===== src/rtl/autorange_pkg.sv =====
package autorange_pkg;
  typedef enum logic {
    RNG_CNT = 1'b0,
    RNG_ADC = 1'b1
  } range_e;
endpackage


===== src/rtl/ar_mode_ctrl.sv =====
module ar_mode_ctrl
  import autorange_pkg::*;
#(
  parameter int CNT_W = 16,
  parameter int ADC_W = 16
) (
  input  logic             clk,
  input  logic             rst_n,
  input  logic             smp_valid,
  input  logic [CNT_W-1:0] cnt_in,
  input  logic [ADC_W-1:0] adc_in,
  input  logic [CNT_W-1:0] cnt_limit,
  input  logic [ADC_W-1:0] adc_low,
  output range_e           mode_q,
  output logic             settle_q
);
  range_e mode_d;
  logic   settle_d;
  logic   go_up, go_down;

  // decision inputs are selected by the current mode only
  assign go_up   = (mode_q == RNG_CNT) && (cnt_in >= cnt_limit);
  assign go_down = (mode_q == RNG_ADC) && (adc_in < adc_low);

  always_comb begin
    mode_d   = mode_q;
    settle_d = settle_q;
    if (smp_valid) begin
      if (settle_q) begin
        settle_d = 1'b0;
      end else if (go_up) begin
        mode_d   = RNG_ADC;
        settle_d = 1'b1;
      end else if (go_down) begin
        mode_d   = RNG_CNT;
        settle_d = 1'b1;
      end
    end
  end

  always_ff @(posedge clk or negedge rst_n) begin
    if (!rst_n) begin
      mode_q   <= RNG_CNT;
      settle_q <= 1'b0;
    end else if (smp_valid) begin
      mode_q   <= mode_d;
      settle_q <= settle_d;
    end
  end

  p_up_on_limit_r2: assert property (@(posedge clk) disable iff (!rst_n)
    smp_valid && !settle_q && mode_q == RNG_CNT && cnt_in >= cnt_limit |=> mode_q == RNG_ADC);

  p_down_below_low_r3: assert property (@(posedge clk) disable iff (!rst_n)
    smp_valid && !settle_q && mode_q == RNG_ADC && adc_in < adc_low |=> mode_q == RNG_CNT);

  p_settle_inhibit_r6: assert property (@(posedge clk) disable iff (!rst_n)
    smp_valid && settle_q |=> $stable(mode_q) && !settle_q);

  p_hold_idle_r9: assert property (@(posedge clk) disable iff (!rst_n)
    !smp_valid |=> $stable(mode_q));

  p_change_marks_settle_r5: assert property (@(posedge clk) disable iff (!rst_n)
    !$stable(mode_q) |-> settle_q);
endmodule


===== src/rtl/ar_value_fmt.sv =====
module ar_value_fmt
  import autorange_pkg::*;
#(
  parameter int CNT_W     = 16,
  parameter int ADC_W     = 16,
  parameter int ADC_SCALE = 12,
  parameter int OUT_W     = 20
) (
  input  range_e           mode,
  input  logic [CNT_W-1:0] cnt_in,
  input  logic [ADC_W-1:0] adc_in,
  output logic [OUT_W-1:0] value
);
  localparam int SCALE_W = $clog2(ADC_SCALE + 1);
  localparam int PROD_W  = ADC_W + SCALE_W;

  logic [PROD_W-1:0] adc_scaled;

  assign adc_scaled = PROD_W'(adc_in) * PROD_W'(ADC_SCALE);

  always_comb begin
    if (mode == RNG_ADC) value = OUT_W'(adc_scaled);
    else                 value = OUT_W'(cnt_in);
  end
endmodule


===== src/rtl/ar_out_reg.sv =====
module ar_out_reg
  import autorange_pkg::*;
#(
  parameter int OUT_W = 20
) (
  input  logic             clk,
  input  logic             rst_n,
  input  logic             smp_valid,
  input  logic [OUT_W-1:0] value_in,
  input  range_e           range_in,
  input  logic             good_in,
  output logic             meas_valid,
  output logic [OUT_W-1:0] meas_value,
  output logic             meas_range,
  output logic             meas_good
);
  always_ff @(posedge clk or negedge rst_n) begin
    if (!rst_n) meas_valid <= 1'b0;
    else        meas_valid <= smp_valid;
  end

  always_ff @(posedge clk or negedge rst_n) begin
    if (!rst_n) begin
      meas_value <= '0;
      meas_range <= 1'b0;
      meas_good  <= 1'b0;
    end else if (smp_valid) begin
      meas_value <= value_in;
      meas_range <= range_in;
      meas_good  <= good_in;
    end
  end

  p_strobe_follows_r9: assert property (@(posedge clk) disable iff (!rst_n)
    smp_valid |=> meas_valid);

  p_no_spurious_r9: assert property (@(posedge clk) disable iff (!rst_n)
    !smp_valid |=> !meas_valid);
endmodule


===== src/rtl/autorange_ctrl.sv =====
module autorange_ctrl
  import autorange_pkg::*;
#(
  parameter int  CNT_W     = 16,
  parameter int  ADC_W     = 16,
  parameter int  ADC_SCALE = 12,
  localparam int SCALE_W   = $clog2(ADC_SCALE + 1),
  localparam int PROD_W    = ADC_W + SCALE_W,
  localparam int OUT_W     = (PROD_W > CNT_W) ? PROD_W : CNT_W
) (
  input  logic             clk,
  input  logic             rst_n,
  input  logic             smp_valid,
  input  logic [CNT_W-1:0] cnt_in,
  input  logic [ADC_W-1:0] adc_in,
  input  logic [CNT_W-1:0] cnt_limit,
  input  logic [ADC_W-1:0] adc_low,
  output logic             range_sel,
  output logic             meas_valid,
  output logic [OUT_W-1:0] meas_value,
  output logic             meas_range,
  output logic             meas_good
);
  range_e           mode_q;
  logic             settle_q;
  logic [OUT_W-1:0] value_c;

  ar_mode_ctrl #(.CNT_W(CNT_W), .ADC_W(ADC_W)) u_mode (
    .clk(clk), .rst_n(rst_n), .smp_valid(smp_valid),
    .cnt_in(cnt_in), .adc_in(adc_in),
    .cnt_limit(cnt_limit), .adc_low(adc_low),
    .mode_q(mode_q), .settle_q(settle_q)
  );

  ar_value_fmt #(.CNT_W(CNT_W), .ADC_W(ADC_W), .ADC_SCALE(ADC_SCALE), .OUT_W(OUT_W)) u_fmt (
    .mode(mode_q), .cnt_in(cnt_in), .adc_in(adc_in), .value(value_c)
  );

  ar_out_reg #(.OUT_W(OUT_W)) u_out (
    .clk(clk), .rst_n(rst_n), .smp_valid(smp_valid),
    .value_in(value_c), .range_in(mode_q), .good_in(!settle_q),
    .meas_valid(meas_valid), .meas_value(meas_value),
    .meas_range(meas_range), .meas_good(meas_good)
  );

  assign range_sel = mode_q;

  p_tag_matches_path_r7: assert property (@(posedge clk) disable iff (!rst_n)
    smp_valid |=> meas_range == $past(range_sel));

  p_settling_not_good_r5: assert property (@(posedge clk) disable iff (!rst_n)
    smp_valid && !$stable(range_sel) |=> !meas_good);
endmodule


===== config.mk =====
export PLATFORM = sky130hd
export DESIGN_NAME = autorange_ctrl
export DESIGN_NICKNAME = d
export VERILOG_FILES = /design/src/rtl/autorange_pkg.sv /design/src/rtl/ar_mode_ctrl.sv /design/src/rtl/ar_value_fmt.sv /design/src/rtl/ar_out_reg.sv /design/src/rtl/autorange_ctrl.sv
export SDC_FILE = /design/constraint.sdc
export NUM_CORES = 1
export LEC_CHECK = 0
export BUFFER_PORTS_ARGS = -buffer_cell sky130_fd_sc_hd__clkbuf_2
export CAP_MARGIN = 20
export CORE_MARGIN = 3
export CORE_UTILIZATION = 31
export CTS_CLUSTER_DIAMETER = 120
export DETAILED_ROUTE_END_ITERATION = 8
export PLACE_DENSITY = 0.58
export SETUP_SLACK_MARGIN = 0.5
export SYNTH_ARGS = -nofsm -noshare
export SYNTH_HDL_FRONTEND = slang
export SYNTH_SLANG_ARGS = --single-unit

===== constraint.sdc =====
create_clock -name clk -period 2.1 [get_ports clk]
set_clock_uncertainty 0.1 [all_clocks]
set_input_delay 0.42 -clock clk [delete_from_list [all_inputs] [get_ports clk]]
set_output_delay 0.42 -clock clk [all_outputs]
set_load 0.03 [all_outputs]

# == After elaboration in Yosys (flattened, before gate mapping) ==
# Index checks and enable logic that the tools add are counted.
# word_totals
reg_bits,25
output_inout_bits,24
wordCells,22
# op_classes
bitwise_logic,2
muxes,6
reduce_logical,5
order_cmp,2
n_mul,1
# op_table
cell,count
$mux 20,1
$mul 16x2->18 const B,1
$ge 16x16->1,1
$lt 16x16->1,1
$mux 1,5
$reduce_and 3->1,1
$logic_and 1x1->1,2
$not 1->1,2
$reduce_bool 2->1,1
$logic_not 1->1,1

# == Depth between registers and ports, before layout ==
# Gate-level depths: netlist of run 1.
# logic_depth
word_depth,5
depth_mapped,8
mapped_depth_nobuf,8

# == Hierarchy ==
# From an unflattened synthesis of run 1, not the netlist that was laid out.
# hier_totals
cells_unflattened,299
area_unflattened_um2,2751.4
# by_module_without_submodules
mod,cells_per_inst,area_per_inst_um2,n_inst
ar_value_fmt,134,1013.5,1
ar_mode_ctrl,117,888.4,1
ar_out_reg,47,845.8,1
autorange_ctrl,1,3.8,1

# == Worst setup path before layout of run 1 ==
# No wires, ideal clock.
# synth_path
path_kind,in2reg
start,input port adc_in[0]
end,register u_out.meas_value[15]
stages,8
path_buffers,0
required_ns,1.874
arrival_ns,2.019
slack_ns,-0.146
path_cell_list,ha_1 fa_1 a211oi_1 or2_2 a21oi_2 a21oi_2 mux2i_1 a311o_1
# synth_via
elab_chain_cells,2
# synth_lines
item,line,source
from (decl),autorange_ctrl.sv:15,"input logic [ADC_W-1:0] adc_in,"
$mul 16x2->18,ar_value_fmt.sv:19,assign adc_scaled = PROD_W'(adc_in) * PROD_W'(ADC_SCALE);
$mux 20,ar_value_fmt.sv:22,if (mode == RNG_ADC) value = OUT_W'(adc_scaled);
to (signal assigned),ar_out_reg.sv:28,meas_value <= value_in;
to (decl),ar_out_reg.sv:13,"output logic [OUT_W-1:0] meas_value,"
# No other way between the ends.
# A chain may end at the register's enable or synchronous reset.

# == Final worst setup path of run 1 ==
# layout_path
start,input port adc_in[1]
end,register u_out.meas_value[7]
# Same word-level chain as after synthesis.

==> results of run 1 <==
[kinds of logic (layout without fill, tap and decap cells)]
group / count (synthesis) / in the layout
simple gates: 72 / 72
xor+xnor: 8 / 8
buf+inv: 47 / 175
fa+ha+maj: 48 / 48
mux: 11 / 11
flops: 25 / 25
compound gates: 86 / 86
[through the flow]
stage	hold slack [ns]	setup WS, ns	power [mW]
finish	0.0591	0.0807	2.66
global route	0.102	-0.00662	2.87
CTS	0.0858	0.0599	2.65
detailed placement	0.380	-0.228	2.25
global placement	0.371	-0.202	2.22
floorplan	0.0244	0.0488	1.73
[sequential cells by signal (all words and copies together) (netlist names)]
signal            count
u_mode.mode_q         1
u_mode.settle_q       1
u_out.meas_good       1
u_out.meas_range      1
u_out.meas_valid      1
u_out.meas_value     20
[power by group through the flow]
stage / combinational (mW) / clock, mW / sequential, mW
after detailed placement: 1.50 / 0 / 0.751
after global placement: 1.47 / 0 / 0.752
final: 1.62 / 0.296 / 0.749
after floorplan: 0.692 / 0 / 1.04
after CTS: 1.59 / 0.300 / 0.751
after global routing: 1.77 / 0.324 / 0.773
[metal layers]
| layer | global-route usage, % | up-vias |
|---|---|---|
| li1 | - | 1326 |
| met1 | 18.1 | 1214 |
| met2 | 28.0 | 64 |
| met3 | 3.80 | 4 |
| met4 | 1.38 | 0 |
| met5 | 0 | - |
[final cells by class]
type | instances | area share [%]
Timing Repair Buffer | 132 | 22.0
Tap cell | 102 | 3.23
Multi-Input combinational cell | 225 | 54.0
Inverter | 39 | 3.83
Sequential cell | 25 | 15.8
Clock buffer | 4 | 1.14
[how the worst max path moves through the flow]
stage / startpoint / to / slack, ns / cells after the start
2_1_floorplan: adc_in[0] / u_out.meas_value[15] / 0.05 / 8
3_3_place_gp: adc_in[1] / u_mode.mode_q / -0.20 / 8
3_5_place_dp: adc_in[1] / u_mode.mode_q / -0.23 / 8
4_1_cts: adc_in[1] / u_mode.mode_q / 0.06 / 8
5_1_grt: adc_in[1] / u_out.meas_value[9] / -0.007 / 10
6_report: adc_in[1] / u_out.meas_value[7] / 0.08 / 10
[worst max-delay path, cell delays in order]
cell       delay [ns]
clkbuf_16        0.13
ha_4             0.16
fa_2             0.38
buf_4            0.15
buf_6            0.11
a21o_1           0.15
a211o_1          0.25
and3_4           0.17
a21oi_2          0.09
a21oi_1          0.07
[placed cells by master, fill, tap and decap left out, types with 4 or more instances in the layout]
cell	count
nand2b_1	5
clkbuf_2	85
ha_1	36
ha_4	9
buf_6	4
nand2_1	10
a21oi_1	14
o21ai_0	8
nand3_1	8
nor2_1	16
inv_1	37
dfrtp_1	25
a21o_1	10
buf_4	34
mux2i_1	9
nand4_1	5
a21oi_2	10
nand3b_1	6
a211oi_2	4
clkbuf_8	5
nor2b_1	10
[timing repair]
| item | CTS | global route |
|---|---|---|
| pin swaps | 24 | 23 |
| hold endpoints to repair | 0 | 0 |
| buffers inserted | 2 | 4 |
| endpoints found under the setup margin | 17 | 18 |
| resized for setup | 30 | 14 |
==> flow_summary.json, run 1 <==
{
  "ys_top_cells_by_count": "ha_1 (47), inv_1 (38), dfrtp_1 (25)",
  "synthMuxAreaShare_pct": 4.34,
  "drtPass1Iterations": 4,
  "p_leak_nw": 2.00,
  "top_layer_used": "met4",
  "vias": 2608,
  "track_usage_pct": 15.1,
  "ys_seq_area_share_pct": 24.1,
  "r2r_slack_ns": 0.63,
  "ys_ff_latch": 25,
  "route.met2.wl_mm": 3.69,
  "p_comb_share_pct": 60.7,
  "routedWlPerCell_um": 13.6,
  "dr_wl_met3_um": 380,
  "finish.utilization_pct": 49.9,
  "netlist_area_sq_mm": 0.00260,
  "power.switching_mw": 1.19,
  "hold_viol": 0,
  "min_path_type": "input pin to asynchronous set/reset pin",
  "multi_input_area_sq_mm": 0.00213,
  "die-area_sq_mm": 0.00951,
  "setup_tns_ns": 0,
  "synth_top_area_share_pct": 24.1,
  "worst_setup_path_end_kind": "flip-flop",
  "synthTopCellsByArea": "dfrtp_1 (24%), ha_1 (23%), inv_1 (5.5%), a21oi_1 (4.4%), mux2i_1 (3.5%)",
  "drv_cap": 0,
  "layout.nets": 541,
  "max_freq_ghz": 0.495,
  "drc": 0,
  "io_pins": 91,
  "fillers": 784,
  "path_class": "input pin to flip-flop",
  "start_util_pct": 32.8,
  "min_period_over_period_pct": 96.2,
  "async_flop_share_pct": 100,
  "yosysMostFrequentCell": "ha_1",
  "syn_nets": 412,
  "htreeDepth": 1,
  "dp_hpwl_mm": 5.92,
  "grt_overflow": 0,
  "dpl.cell_count": 517,
  "synth-xor-area-share_pct": 2.70,
  "outcome": "complete, no violations",
  "rr_worst_depth": 3,
  "cp.arrival_ns": 2.08,
  "crit_required_ns": 2.16,
  "vias_per_cell": 4.95,
  "reg2reg_to": "u_out.meas_value[15]",
  "path_clk_slew_ns": 0.09,
  "yosys_warnings": 0,
  "maxSlewViolCount": 0,
  "max-vdd-ir-drop_mv": 0.417,
  "reg2reg_from": "u_mode.mode_q",
  "placedInstanceArea_sq_mm": 0.00365,
  "final_cells": 527,
  "synth_ff_type": "dfrtp_1",
  "synthAdderAreaFrac_pct": 23.4,
  "synth_top_cell_by_area": "dfrtp_1",
  "fin_crit_ns": 2.02,
  "p_int_mw": 1.47,
  "finalSetupViolations": 0,
  "register_area_sq_um": 626,
  "antenna_found_initial": 0,
  "gp_congestion": 0.753,
  "cts_root_buf": "clkbuf_8",
  "cts_buffer_depth": 2,
  "antenna_left": 0,
  "rows": 32,
  "grt_max_degree": 52,
  "port_buffers": 90,
  "synth_top_family_by_area": "compound AO/OA/AOI/OAI gates",
  "p_seq_share_pct": 28.2,
  "synth-edff-count": 0,
  "final_cell_area_sq_mm": 0.00395,
  "max_slew.worst_pin.slew_ns": 0.654,
  "pwr-share-clk_pct": 11.1,
  "synth_compound_area_share_pct": 23.8,
  "cts_inserted_buffers": 3,
  "wl_met1_mm": 3.09,
  "grt_pass1_vias": 2710,
  "drt_iter0_markers": 60,
  "cts_tree": "done",
  "die_h_um": 97.5,
  "insertion_delay_ns": 0.27,
  "slew_headroom_pct": 56.4,
  "diodes": 0,
  "syn_to_final_growth_pct": 52.2,
  "rsz0062_at_grt": "yes",
  "design.core.area_sq_mm": 0.00793,
  "yosys.area_share.simple_pct": 14.9,
  "swShare_pct": 44.8,
  "critPathLaunchType": "input pin",
  "cellPowerDensity_mw_per_mm2": 673,
  "postCtsHoldBufs": 0,
  "grt_pass1_wl_mm": 12.2,
  "fp.dieW_um": 97.5,
  "synth_cell_type_count": 48,
  "avgSynthCellArea_sq_um": 8.75,
  "synth_cells": 297,
  "drive_gt1_share_pct": 45.2,
  "cp_max_fo": 3,
  "cts_sinks": 25,
  "wl_mm": 7.18
}
Power figures use the tool's default switching activity.
==> inputs of run 2 (changes only) <==
--- a/config.mk
+++ b/config.mk
@@ -11,6 +11,7 @@
 export CORE_UTILIZATION = 31
 export CTS_CLUSTER_DIAMETER = 120
 export DETAILED_ROUTE_END_ITERATION = 8
+export GPL_TIMING_DRIVEN = 0
 export PLACE_DENSITY = 0.58
 export SETUP_SLACK_MARGIN = 0.5
 export SYNTH_ARGS = -nofsm -noshare
==> run 2 against run 1 <==
Compared with the run above: routed wire length down 1.4%; via count down 1.9%; sequential power down 0.9%; register-to-register slack worse by 0.27 ns; sequential share of layout area up 0.77 points; combinational power down 6%; global-route usage down 0.16 points; critical path type unchanged; critical endpoint is now u_out.meas_value[15]; largest power group unchanged.
==> flow_summary.json, run 2 (synthesized netlist as in run 1, its figures left out) <==
{
  "rsz0062_at_grt": "yes",
  "outcome": "complete, no violations",
  "rows": 32,
  "cts_sinks": 25,
  "insertion_delay_ns": 0.27,
  "max_stage_delay_ns": 0.38,
  "final_cells": 508,
  "path_clk_slew_ns": 0.10,
  "final_cell_area_sq_mm": 0.00377,
  "antenna_left": 0,
  "max-vdd-ir-drop_mv": 0.504,
  "drt_iter0_markers": 54,
  "final_common_cell": "clkbuf_2",
  "dp_hpwl_mm": 5.80,
  "cts_root_buf": "clkbuf_8",
  "largest_reg_flops": 20,
  "grt_max_degree": 26,
  "rr_worst_depth": 5,
  "gp_congestion": 0.852,
  "max_freq_ghz": 0.485,
  "final_cell_mix": "clkbuf_2 (89), inv_1 (37), ha_1 (34)",
  "worst_setup_path_end_kind": "flip-flop",
  "min_path_type": "input pin to asynchronous set/reset pin",
  "slew_headroom_pct": 57.5,
  "syn_to_final_growth_pct": 45.1,
  "htreeDepth": 1,
  "io_pins": 91,
  "diodes": 0,
  "crit_slowest_cell": "fa_2",
  "drive_gt1_share_pct": 40.6,
  "grt_overflow": 0,
  "dr_wl_met3_um": 374,
  "wl_mm": 7.08,
  "design.core.area_sq_mm": 0.00793,
  "crit_required_ns": 2.17,
  "hold_viol": 0,
  "register_area_sq_um": 626,
  "cts_inserted_buffers": 3,
  "crit_chain": "clkbuf_16 > ha_4 > fa_2 > a211oi_2 > or2_4 > a21oi_4 > a21oi_2 > mux2i_1 > a311o_1",
  "multi_input_area_sq_mm": 0.00214,
  "critPathLaunchType": "input pin",
  "min_period_over_period_pct": 98.1,
  "cellPowerDensity_mw_per_mm2": 682,
  "placedInstanceArea_sq_mm": 0.00338,
  "reg2reg_from": "u_mode.mode_q",
  "maxSlewViolCount": 0,
  "regMostFlops": "u_out.meas_value",
  "cp.arrival_ns": 2.13,
  "route.met2.wl_mm": 3.43,
  "cts_buffer_depth": 2,
  "vias_per_cell": 5.04,
  "wl_met1_mm": 3.25,
  "start_util_pct": 32.8,
  "die-area_sq_mm": 0.00951,
  "cts_tree": "done",
  "top_layer_used": "met4",
  "path_class": "input pin to flip-flop",
  "die_h_um": 97.5,
  "r2r_slack_ns": 0.36,
  "dpl.cell_count": 489,
  "grt_pass1_vias": 2628,
  "fp.dieW_um": 97.5,
  "finalSetupViolations": 0,
  "vias": 2559,
  "reg2reg_to": "u_mode.mode_q",
  "max_slew.worst_pin.slew_ns": 0.638,
  "track_usage_pct": 14.9,
  "fillers": 792,
  "grt_pass1_wl_mm": 12.1,
  "drv_cap": 0,
  "drtPass1Iterations": 4,
  "routedWlPerCell_um": 13.9,
  "total_power_mw": 2.57,
  "port_buffers": 90,
  "p_leak_nw": 1.88,
  "layout.nets": 522,
  "fin_crit_ns": 2.06,
  "antenna_found_initial": 0,
  "cp_max_fo": 4,
  "drc": 0
}
## run 2: routing by layer
layer | track usage, % | vias up
met3 | 3.30 | 4
met4 | 1.28 | 0
met1 | 19.3 | 1201
met5 | 0 | -
li1 | - | 1292
met2 | 26.5 | 62
## run 2: critical path: cells and delay by family
kind,cells,cell delay [ns]
multiplexers,1,0.10
buffers and inverters,1,0.13
AO/OA/AOI/OAI,4,0.73
adder cells (fa/ha/maj),2,0.54
AND/OR/NAND/NOR,1,0.19
## run 2: how the worst max path moves through the flow
stage | slack [ns] | from | depth (start not counted) | to
floorplan | 0.05 | adc_in[0] | 8 | u_out.meas_value[15]
global placement | -0.30 | adc_in[1] | 9 | u_out.meas_value[15]
detailed placement | -0.31 | adc_in[1] | 9 | u_out.meas_value[15]
CTS | 0.09 | adc_in[1] | 9 | u_out.meas_value[15]
global route | 0.002 | adc_in[1] | 10 | u_out.meas_value[9]
finish | 0.04 | adc_in[1] | 9 | u_out.meas_value[15]
## run 2: per-stage QoR
stage,setup slack [ns],hold slack (ns),util [%],TNS (ns)
final,0.0403,0.0434,47.5,0
after global routing,0.00209,0.0861,47.5,0
after CTS,0.0908,0.0726,46.5,0
after detailed placement,-0.310,0.376,42.7,-2.35
after global placement,-0.305,0.368,42.7,-2.27
after floorplan,0.0488,0.0244,-,0
## run 2: power by group
part	total [mW]	leakage, nW	internal, mW	switching [mW]
clock	0.296	0.0255	0.133	0.163
combinational	1.53	1.55	0.621	0.912
sequential	0.742	0.300	0.641	0.102
total	2.57	1.88	1.40	1.18
## run 2: area by class of cell
type                            count  area share, %
Buffer                              8          0.930
Clock buffer                        3           1.10
Clock inverter                      1          0.133
Inverter                           39           4.02
Multi-Input combinational cell    225           56.8
Sequential cell                    25           16.6
Tap cell                          102           3.39
Timing Repair Buffer              105           17.0
## run 2: what timing repair did
action,in CTS,in global routing
pin swaps,20,16
hold endpoints to repair,0,0
endpoints found under the setup margin,17,24
resized for setup,28,13
buffers inserted,12,3
hold buffers,0,0
